$ cat src/rtl/seg_pt_walker.sv
module seg_pt_walker #(
  parameter int VA_W      = 32,
  parameter int PA_W      = 32,
  parameter int PG_BITS   = 12,
  parameter int SEG_BITS  = 2,
  parameter int PTE_BYTES = 4,
  parameter int PTE_W     = 32
) (
  input  logic                              clk,
  input  logic                              rst_n,
  input  logic                              start,
  input  logic [VA_W-1:0]                   va,
  input  logic [PA_W-1:0]                   code_base,
  input  logic [VA_W-SEG_BITS-PG_BITS:0]    code_bounds,
  input  logic [PA_W-1:0]                   heap_base,
  input  logic [VA_W-SEG_BITS-PG_BITS:0]    heap_bounds,
  input  logic [PA_W-1:0]                   stack_base,
  input  logic [VA_W-SEG_BITS-PG_BITS:0]    stack_bounds,
  output logic                              busy,
  output logic                              done,
  output logic [PA_W-1:0]                   pa,
  output logic [2:0]                        fault,
  output logic [PTE_W-1:0]                  res_pte,
  output logic                              mem_req,
  output logic [PA_W-1:0]                   mem_addr,
  input  logic                              mem_ack,
  input  logic [PTE_W-1:0]                  mem_rdata
);

  localparam int VPN_W  = VA_W - SEG_BITS - PG_BITS;
  localparam int BND_W  = VPN_W + 1;
  localparam int PFN_W  = PA_W - PG_BITS;
  localparam int PTE_SH = $clog2(PTE_BYTES);
  localparam int V_BIT  = 0;
  localparam int P_BIT  = 1;

  localparam logic [2:0] F_NONE = 3'd0;
  localparam logic [2:0] F_SEG  = 3'd1;
  localparam logic [2:0] F_BND  = 3'd2;
  localparam logic [2:0] F_INV  = 3'd3;
  localparam logic [2:0] F_NP   = 3'd4;

  typedef enum logic [1:0] {S_IDLE, S_LOOK, S_FETCH, S_DONE} st_t;
  st_t st;

  logic [VA_W-1:0]     va_q;
  logic [SEG_BITS-1:0] seg;
  logic [VPN_W-1:0]    vpn;
  logic                seg_ok;
  logic [PA_W-1:0]     sel_base;
  logic [BND_W-1:0]    sel_bnd;
  logic                in_bnd;
  logic [PA_W-1:0]     pte_off;

  assign seg     = va_q[VA_W-1 -: SEG_BITS];
  assign vpn     = va_q[PG_BITS +: VPN_W];
  assign pte_off = PA_W'(vpn) << PTE_SH;
  assign in_bnd  = {1'b0, vpn} < sel_bnd;

  always_comb begin
    seg_ok   = 1'b1;
    sel_base = code_base;
    sel_bnd  = code_bounds;
    case (seg)
      SEG_BITS'(1): begin sel_base = code_base;  sel_bnd = code_bounds;  end
      SEG_BITS'(2): begin sel_base = heap_base;  sel_bnd = heap_bounds;  end
      SEG_BITS'(3): begin sel_base = stack_base; sel_bnd = stack_bounds; end
      default:      seg_ok = 1'b0;
    endcase
  end

  assign busy    = st != S_IDLE;
  assign done    = st == S_DONE;
  assign mem_req = st == S_FETCH;

  always_ff @(posedge clk) begin
    if (!rst_n) begin
      st       <= S_IDLE;
      va_q     <= '0;
      mem_addr <= '0;
      pa       <= '0;
      fault    <= F_NONE;
      res_pte  <= '0;
    end else begin
      case (st)
        S_IDLE: if (start) begin
          va_q <= va;
          st   <= S_LOOK;
        end
        S_LOOK: begin
          if (!seg_ok || !in_bnd) begin
            fault   <= seg_ok ? F_BND : F_SEG;
            pa      <= '0;
            res_pte <= '0;
            st      <= S_DONE;
          end else begin
            mem_addr <= sel_base + pte_off;
            st       <= S_FETCH;
          end
        end
        S_FETCH: if (mem_ack) begin
          res_pte <= mem_rdata;
          if (!mem_rdata[V_BIT]) begin
            fault <= F_INV;
            pa    <= '0;
          end else if (!mem_rdata[P_BIT]) begin
            fault <= F_NP;
            pa    <= '0;
          end else begin
            fault <= F_NONE;
            pa    <= {mem_rdata[PTE_W-1 -: PFN_W], va_q[PG_BITS-1:0]};
          end
          st <= S_DONE;
        end
        default: st <= S_IDLE;
      endcase
    end
  end

  a_r5_req_hold: assert property (@(posedge clk) disable iff (!rst_n)
    mem_req && !mem_ack |=> mem_req && $stable(mem_addr));

  a_r5_req_drop: assert property (@(posedge clk) disable iff (!rst_n)
    mem_req && mem_ack |=> !mem_req && done);

  a_r8_done_pulse: assert property (@(posedge clk) disable iff (!rst_n)
    done |=> !done);

  a_r9_busy_hold: assert property (@(posedge clk) disable iff (!rst_n)
    busy && !done |=> busy);

  a_r3_fetch_in_bounds: assert property (@(posedge clk) disable iff (!rst_n)
    mem_req |-> seg_ok && in_bnd);

  a_r7_offset_kept: assert property (@(posedge clk) disable iff (!rst_n)
    done && fault == F_NONE |-> pa[PG_BITS-1:0] == va_q[PG_BITS-1:0]);

  a_r6_fault_range: assert property (@(posedge clk) disable iff (!rst_n)
    done |-> fault <= F_NP);

  a_r1_idle_after_reset: assert property (@(posedge clk)
    !rst_n |=> !busy && !mem_req);

endmodule

$ cat config.mk
export PLATFORM = sky130hd
export DESIGN_NAME = seg_pt_walker
export DESIGN_NICKNAME = d
export VERILOG_FILES = /design/src/rtl/seg_pt_walker.sv
export SDC_FILE = /design/constraint.sdc
export NUM_CORES = 1
export LEC_CHECK = 0
export ABC_AREA = 1
export BUFFER_PORTS_ARGS = -buffer_cell sky130_fd_sc_hd__clkbuf_2
export CORE_ASPECT_RATIO = 0.6
export CORE_UTILIZATION = 38
export DETAILED_ROUTE_END_ITERATION = 8
export RECOVER_POWER = 25
export SETUP_SLACK_MARGIN = 0.5
export SLEW_MARGIN = 20
export SYNTH_ARGS = -nofsm -noshare
export SYNTH_HDL_FRONTEND = slang
export SYNTH_SLANG_ARGS = --single-unit
$ cat constraint.sdc
create_clock -name clk -period 3.4 [get_ports clk]
set_input_delay 0.17 -clock clk [delete_from_list [all_inputs] [get_ports clk]]
set_output_delay 0.17 -clock clk [all_outputs]
set_load 0.005 [all_outputs]
=== Yosys cells after proc, flatten, opt, wreduce, memory -nomap -nowiden ===
Index checks and enable logic that the tools add are counted.

* Flip-flop bits (word level): 133
* Bits of input ports: 221
* Output and inout port bits: 102
* Word-level logic and storage cells: 49

* Add/subtract/negate cells: 1
* Magnitude comparators: 1
* Eq/ne operators: 9
* Muxes and demuxes: 20
* Bitwise operators: 1
* Reductions and logical operators: 11

{| class="wikitable"
|+ Operator list
! cell !! count
|-
| 32-bit one-hot mux with 2 select lines || 3
|-
| 32-bit two-way mux || 5
|-
| 19-bit one-hot mux with 2 select lines || 1
|-
| 32-bit by 20-bit adder with 32-bit output || 1
|-
| 18-bit by 19-bit less-than comparator with 1-bit output || 1
|-
| 3-bit two-way mux || 4
|-
| 2-bit == test, second input constant || 4
|-
| 2-bit two-way mux || 3
|-
| 2-bit one-hot mux with 3 select lines || 1
|-
| 3-bit one-hot mux with 2 select lines || 1
|-
| 2-bit AND reduction || 3
|-
| 2-bit by 1-bit == test with 1-bit output, second input constant || 2
|-
| 2-bit != test, second input constant || 2
|-
| 2-bit nonzero test || 2
|-
| 3-bit AND reduction || 1
|-
| 3-bit OR reduction || 1
|-
| 1-bit logical NOT || 2
|-
| 2-bit logical NOT || 1
|-
| 1-bit two-way mux || 2
|-
| 2-bit by 1-bit != test with 1-bit output, second input constant || 1
|-
| 1-bit logical OR || 1
|-
| 1-bit NOT || 1
|}

=== Longest topological paths before layout ===
Gate-level depths: netlist of the first run.

* Word-level depth: 7
* Depth in mapped cells: 22
* Depth with buffers taken out: 18

=== Worst setup path before layout of the first run ===
OpenSTA, ideal clock, no wires.

* Kind: reg-to-reg
* From: register va_q[31]
* To: register mem_addr[22]
* Setup time: 116 ps
* Arrival: 2831 ps
* Required time: 3284 ps
* Setup slack: 453 ps
* Cell stages (with the launch flop): 18
* Buffers on the path: 6
* Period minus slack after synthesis: 2947 ps
* Cells stage by stage: dfxtp_1 buf_4 buf_6 buf_2 nand2_1 clkbuf_1 o22ai_1 o21bai_1 ha_1 a21o_1 nor2_1 nor2_1 nor2_2 nand4_4 buf_4 buf_4 a21oi_1 nor2_1

* Word-level cells in the longest chain between the ends: 7
* Elaborated cells between the ends (all ways): 14
* Those cells by class: 1 x add/sub; 1 x order compare; 3 x eq/ne; 3 x mux; 1 x bitwise; 5 x reduce/logical

{| class="wikitable"
|+ Ends and longest elaborated chain
! element !! line !! text
|-
| start, declared || 46 || <nowiki>logic [VA_W-1:0] va_q;</nowiki>
|-
| start signal, assigned || 87 || <nowiki>va_q <= va;</nowiki>
|-
| 2-bit == test or 2-bit by 1-bit == test with 1-bit output (tied branches) || 64 || <nowiki>case (seg)</nowiki>
|-
| 19-bit one-hot mux with 2 select lines or 3-bit OR reduction (tied branches) || n/a ||
|-
| 18-bit by 19-bit less-than comparator with 1-bit output or 1-bit two-way mux (tied branches) || 58, 64 ||
|-
| 1-bit logical NOT || 91 || <nowiki>if (!seg_ok || !in_bnd) begin</nowiki>
|-
| 1-bit logical OR || 91 ||
|-
| 1-bit NOT (no source line) || n/a ||
|-
| 2-bit AND reduction (no source line) || n/a ||
|-
| end signal, assigned || 97 || <nowiki>mem_addr <= sel_base + pte_off;</nowiki>
|-
| end, declared || 25 || <nowiki>output logic [PA_W-1:0] mem_addr,</nowiki>
|}

Several ways; a longest one is shown, not always the timed one.
A chain may end at the register's enable or synchronous reset.

=== Final worst setup path of the first run ===
* From: register va_q[30]
* To: register res_pte[6]

* Word-level cells in the longest chain between the ends: 7
* Elaborated cells between the ends (all ways): 12
* Those cells by class: 1 x order compare; 4 x eq/ne; 2 x mux; 5 x reduce/logical

{| class="wikitable"
|+ Ends and longest elaborated chain
! element !! line !! text
|-
| 2-bit == test or 2-bit by 1-bit == test with 1-bit output (tied branches) || 64 ||
|-
| 19-bit one-hot mux with 2 select lines or 3-bit OR reduction (tied branches) || n/a ||
|-
| 18-bit by 19-bit less-than comparator with 1-bit output or 1-bit two-way mux (tied branches) || 58, 64 ||
|-
| 1-bit logical NOT || 91 ||
|-
| 1-bit logical OR (*) || 91 ||
|-
| 2-bit != test (no source line) (*) || n/a ||
|-
| 3-bit AND reduction (no source line) (*) || n/a ||
|-
| end signal, assigned || 102 || <nowiki>res_pte <= mem_rdata;</nowiki>
|-
| end, declared || 23 || <nowiki>output logic [PTE_W-1:0] res_pte,</nowiki>
|}

Every way passes the cells marked *; elsewhere a longest branch is shown, timed or not.

==> flow_summary.yaml, run 1 <==
global_routing:
  grt_max_degree: 74
  grt.overflow.total: 0
  grt_pass1_wl_mm: 45.8
  antenna_found_initial: 0
  grt_use_total_pct: 27.2
  grt_pass1_vias: 8138
critical_path:
  path_max_fanout: 30
  crit_path_end_kind: "flop"
  reg2reg_from: "va_q[30]"
  path_class: "flop to flop"
  r2r_end: "res_pte[6]"
  worstPathCellList: "inv_1 -> nand2_2 -> buf_12 -> o22ai_1 -> o21bai_1 -> ha_1 -> a21o_1 -> nor2_1 -> nor2_1 -> nor2_2 -> nand4_4 -> nand2_8 -> buf_12 -> o21ai_0 -> nor2_1"
  crit_top_cell: "nor2_1"
  startpoint_type: "flop"
  critPathSlowestCell: "dfxtp_2"
  cp.required_ns: 3.75
  crit_arrival_ns: 3.12
  slowest_delay_ns: 0.38
  worstRegToRegCells: 15
  r2r_slack_ns: 0.63
place:
  dp_hpwl_mm: 23.1
  place.gp.congestion: 0.979
  portBuffers: 322
  place_ws_ns: 0.335
cells_and_area:
  layout.nets: 1855
  seq_area_um2: 2670
  syn_to_final_growth_pct: 30.7
  n_antenna_cell: 0
  multi_input_area_um2: 4690
  fill_cells: 2244
  drive_gt1_share_pct: 22.4
clock_tree:
  root_buffer: "clkbuf_16"
  numCtsBuffers: 17
  clkLatencyLatePin_ns: 0.43
  cts_max_level: 4
  cts_tree: "yes"
  clkSinkCount: 133
  cts.path.max_buffers: 2
  clk_pin_slew_ns: 0.06
hold_path:
  worstHoldPathCells: 3
  hold_class: "input port to flop"
  worstHoldStart: "va[21]"
  whs_endpoint: "va_q[21]"
die:
  start_util_pct: 38.9
  die_h_um: 116
  core-area_um2: 21100
  die-area_um2: 22300
  die_w_um: 192
  io_pins: 323
  row_count: 41
drt:
  drt_iter0_drc: 808
  wl_per_cell_um: 16.3
  routed_via_density: 5.00
  routed_wl_mm: 30.7
  drcViolationCount: 0
  vias: 9411
  first_pass_iters: 5
  antenna_left: 0
sta:
  max_slew_margin_pct: 36.7
  hold_slack_ns: 0.0149
  tightest_slew_ns: 0.950
  skew_ns: 0.0115
  finalMaxSlewViolations: 0
  min_period_over_period_pct: 81.4
  setup_viol: 0
  finalHoldViolations: 0
  tns_ns: 0
  fmax_ghz: 0.361
  min_period_ns: 2.77
  rsz0062_at_grt: "yes"
  fin_ws_ns: 0.631
yosys:
  yosysSeqAreaShare_pct: 32.4
  synthCells: 1289
  async_reset_ff_share_pct: 0
  synth_area_um2: 8220
  ys_seq_elements: 133
  synthDistinctLibCells: 37
  syn_area_per_cell_um2: 6.38
  synth_edf_count: 0
  synth_area_leaders: "dfxtp_1 (32%), nand2_1 (12%), nor2_1 (9.8%), nand3_1 (7.0%), inv_1 (6.6%)"
  yosysWarnings: 0
  synth_top_cell_by_area: "dfxtp_1"
  syn_nets: 1550
  synth_top_area_share_pct: 32.4
  synth_ff_type: "dfxtp_1"
job:
  maxCapViolCount: 0
power_and_ir_drop:
  p_per_area_nw_per_um2: 748
  ir_worst_vdd_mv: 0.385
  power.leakage_nw: 5.41
  power.total_mw: 8.03
outcome:
  status: "completed"
[registers in the layout, indices dropped and copies added (netlist names)]
| name | count |
|---|---|
| res_pte | 32 |
| va_q | 32 |
| mem_addr | 32 |
| fault | 3 |
| st | 2 |
| pa | 32 |
[power by group]
group	internal, mW	switching [mW]	leakage (nW)
sequential	1.95	0.283	1.09
combinational	1.41	2.61	4.06
clock	1.05	0.719	0.267
total	4.42	3.62	5.41
[layer usage]
layer | vias up | share of wire, % | global-route usage [%]
li1 | 4773 | - | -
met1 | 4226 | 52 | 43.8
met2 | 389 | 38 | 35.2
met3 | 23 | 9.3 | 5.94
met4 | 0 | 0.93 | 5.82
met5 | - | 0 | 0
[placed cells by master, fill, tap and decap left out, drive strengths merged]
cell type,count
a211oi,1
a21boi,1
a21o,2
a21oi,101
and2,1
and3,1
buf,22
bufinv,1
clkbuf,344
clkinv,6
clkinvlp,2
dfxtp,133
dlygate4sd3,13
fa,1
ha,39
inv,149
nand2,268
nand3,118
nand3b,6
nand4,7
nor2,218
nor3,2
nor4,12
o21ai,77
o21bai,18
o22ai,36
or2,8
xnor2,3
xor2,14
[Yosys cell counts, types with 12 or more instances]
library cell  instances
ha_1                 39
buf_2                13
a21oi_1             101
inv_1               144
o21ai_0              71
clkbuf_1             42
dfxtp_1             133
nor2_1              215
nor4_1               12
xor2_1               14
o21bai_1             18
o22ai_1              36
nand2_1             265
nand3_1             115
[metrics by stage]
step                      instance area (um^2)  instances  util, %
final                                    10700       1883     50.8
after global routing                     10700       1883     50.8
after CTS                                10700       1880     50.6
after detailed placement                  9980       1838     47.2
after global placement                    9980       1838     47.2
after floorplan                           8230       1289        -
[critical path, delay by kind of cell, from the launching register on]
kind                     cells  cell delay (ns)
AND/OR/NAND/NOR              7             1.01
AO/OA/AOI/OAI                4             0.52
buffers and inverters        3             0.44
flip-flops                   1             0.38
adder cells (fa/ha/maj)      1             0.30
[logic make-up (layout without fill, tap and decap cells)]
kind of cell | count (synthesis) | in the layout | synth area share (%)
AO/OA/AOI/OAI | 236 | 236 | 15.6
adder cells (fa/ha/maj) | 40 | 40 | 6.18
XOR/XNOR | 17 | 17 | 1.81
flip-flops | 133 | 133 | 32.4
buffers and inverters | 222 | 537 | 11.2
AND/OR/NAND/NOR | 641 | 641 | 32.8
[worst max-delay path by stage]
stage	from	endpoint	slack [ns]	cells past startpoint
6_report	va_q[30]	res_pte[6]	0.63	15
5_1_grt	va_q[30]	res_pte[6]	0.47	18
4_1_cts	va_q[30]	res_pte[6]	0.50	15
3_5_place_dp	va_q[30]	res_pte[19]	0.34	16
3_3_place_gp	va_q[30]	res_pte[9]	0.44	16
2_1_floorplan	va_q[31]	mem_addr[22]	0.54	17
[layout make-up]
| type | count | share of cell area, % |
|---|---|---|
| Timing Repair Buffer | 358 | 17.9 |
| Clock buffer | 21 | 4.38 |
| Clock inverter | 8 | 0.722 |
| Inverter | 150 | 5.29 |
| Tap cell | 279 | 3.25 |
| Sequential cell | 133 | 24.8 |
| Multi-Input combinational cell | 934 | 43.6 |
[timing repair]
item	CTS	global route
gates resized for setup	9	20
gates cloned	0	1
hold endpoints to repair	13	0
pin swaps	0	1
setup buffers	0	2
hold buffers	13	0
setup endpoints to repair	91	99
Note: power is estimated with default switching activity, not from simulation.
==> run 2, diff against run 1 <==
==> constraint.sdc (replaced) <==
create_clock -name clk -period 2.9 [get_ports clk]
set_input_delay 0.145 -clock clk [delete_from_list [all_inputs] [get_ports clk]]
set_output_delay 0.145 -clock clk [all_outputs]
set_load 0.005 [all_outputs]
==> run 2 against run 1 <==
Compared with the run above:
- clock skew increased by 0.0011 ns
- via count increased by 5.5%
- clock power increased by 24%
- sequential power increased by 18%
- sequential share of layout area decreased by 2.9 points
- count of clock-buffer cells in the layout increased by 2
- critical endpoint is now mem_addr[21]
- cell area increased by 13%
- setup slack got worse by 0.40 ns
- largest power group unchanged
- non-clock buffer count increased by 59
- cell count increased by 3.3%
- flip-flop and latch count unchanged
==> flow_summary.yaml, run 2 (synthesized netlist as in run 1, its figures left out) <==
outcome:
  status: "completed"
critical_path:
  worstRegToRegCells: 15
  critPathSlowestCell: "dfxtp_4"
  worstPathCellList: "buf_12 -> buf_16 -> o22ai_1 -> o21bai_1 -> ha_1 -> and3_1 -> nand3_1 -> nor2_1 -> nand2_2 -> nand4_4 -> buf_12 -> clkinv_8 -> clkbuf_16 -> o21ai_0 -> nor2_1"
  crit_arrival_ns: 2.99
  path_class: "flop to flop"
  path_max_fanout: 9
  slowest_delay_ns: 0.36
  crit_path_end_kind: "flop"
  startpoint_type: "flop"
  cp.required_ns: 3.22
sta:
  finalHoldViolations: 0
  setup_viol: 0
  tightest_slew_ns: 0.887
  finalMaxSlewViolations: 0
  min_period_ns: 2.67
  skew_ns: 0.0125
  tns_ns: 0
  min_period_over_period_pct: 92.0
  rsz0062_at_grt: "yes"
  fin_ws_ns: 0.232
  fmax_ghz: 0.375
  max_slew_margin_pct: 40.9
cells_and_area:
  layout.nets: 1916
  syn_to_final_growth_pct: 48.3
  layout_commonest_cell: "clkbuf_2"
  fin_cells: 1946
  final_cell_mix: "clkbuf_2 (273), nand2_1 (232), nor2_1 (200)"
  design_area_um2: 12200
  n_antenna_cell: 0
  fin_util_pct: 57.7
  drive_gt1_share_pct: 31.1
clock_tree:
  cts_tree: "yes"
  clk_pin_slew_ns: 0.06
  root_buffer: "clkbuf_16"
  clkSinkCount: 133
  clkLatencyLatePin_ns: 0.43
  cts_max_level: 4
  cts.path.max_buffers: 2
  numCtsBuffers: 17
drt:
  drt_iter0_drc: 905
  routed_wl_mm: 33.6
  routed_via_density: 5.10
  antenna_left: 0
  vias: 9927
  drcViolationCount: 0
  first_pass_iters: 6
  wl_per_cell_um: 17.3
die:
  die_w_um: 192
  row_count: 41
  die_h_um: 116
  io_pins: 323
  start_util_pct: 38.9
  die-area_um2: 22300
  core-area_um2: 21100
global_routing:
  grt_pass1_wl_mm: 46.5
  antenna_found_initial: 0
  grt.overflow.total: 0
  grt_pass1_vias: 8302
  grt_use_total_pct: 27.7
  grt_max_degree: 74
place:
  place_ws_ns: 0.0461
  post_dp_cell_area_um2: 10100
  dp_hpwl_mm: 23.2
  placed_cells: 1846
  place.gp.congestion: 0.954
  portBuffers: 322
job:
  maxCapViolCount: 0
power_and_ir_drop:
  power.leakage_nw: 5.97
  p_per_area_nw_per_um2: 921
  ir_worst_vdd_mv: 0.516
hold_path:
  hold_class: "input port to flop"
  worstHoldPathCells: 3
==> run 2: changes by cell type in the layout (fill, tap and decap cells not counted), moves of 12 or more <==
cell / change
nor2_2: +12
nand2_1: -32
nor2_1: -14
nand2_2: +23
buf_4: +19
a21oi_2: +30
a21oi_1: -31
==> run 2: what timing repair did <==
action,CTS,global route
setup endpoints to repair,99,100
endpoints found under the hold margin,21,0
setup buffers,11,19
gates cloned,3,15
hold buffers,21,0
resized for setup,38,149
pin swaps,7,67
==> run 2: worst paths after layout <==
check	from	endpoint	slack (ns)
setup / recovery	va_q[31]	mem_addr[21]	0.23
hold reg to reg	pa[26]	pa[26]	0.46
setup reg to reg	va_q[31]	mem_addr[21]	0.23
hold / removal	va[12]	va_q[12]	0.03
==> run 2: power by group <==
part	total, mW	leakage, nW	internal, mW	switching, mW
registers	2.64	1.09	2.29	0.351
logic	6.39	4.59	2.69	3.70
clock network	2.20	0.285	1.35	0.855
total	11.2	5.97	6.33	4.91
==> run 2: layout make-up <==
type | count | area (um^2)
fill | 2133 | 8940
multi-input combinational | 936 | 5230
timing repair buffer | 417 | 2770
sequential | 133 | 2670
inverter | 150 | 586
clock buffer | 23 | 488
tap | 279 | 349
clock inverter | 8 | 98.8
==> run 2: worst max-delay path, delay by kind of cell, from the launching register on <==
family                     cells  cell delay (ns)
buffers and inverters          5             0.71
and+or+nand+nor                6             0.76
adders and majority gates      1             0.30
DFF                            1             0.36
AOI/OAI and AO/OA              3             0.43
==> run 2: layer usage <==
layer / vias up / global-route usage (%) / part of all wire, %
met1: 4544 / 43.9 / 50
met5: - / 0 / 0
met4: 0 / 5.93 / 0.74
met3: 26 / 6.18 / 9.0
met2: 447 / 36.7 / 40
li1: 4910 / - / -
==> run 2: metrics by stage <==
step | hold slack [ns] | power [mW]
6_report | 0.0312 | 11.2
5_1_grt | 0.0370 | 12.0
4_1_cts | 0.00957 | 9.92
3_5_place_dp | 0.401 | 7.20
3_3_place_gp | 0.396 | 7.18
2_1_floorplan | 0.312 | 5.78
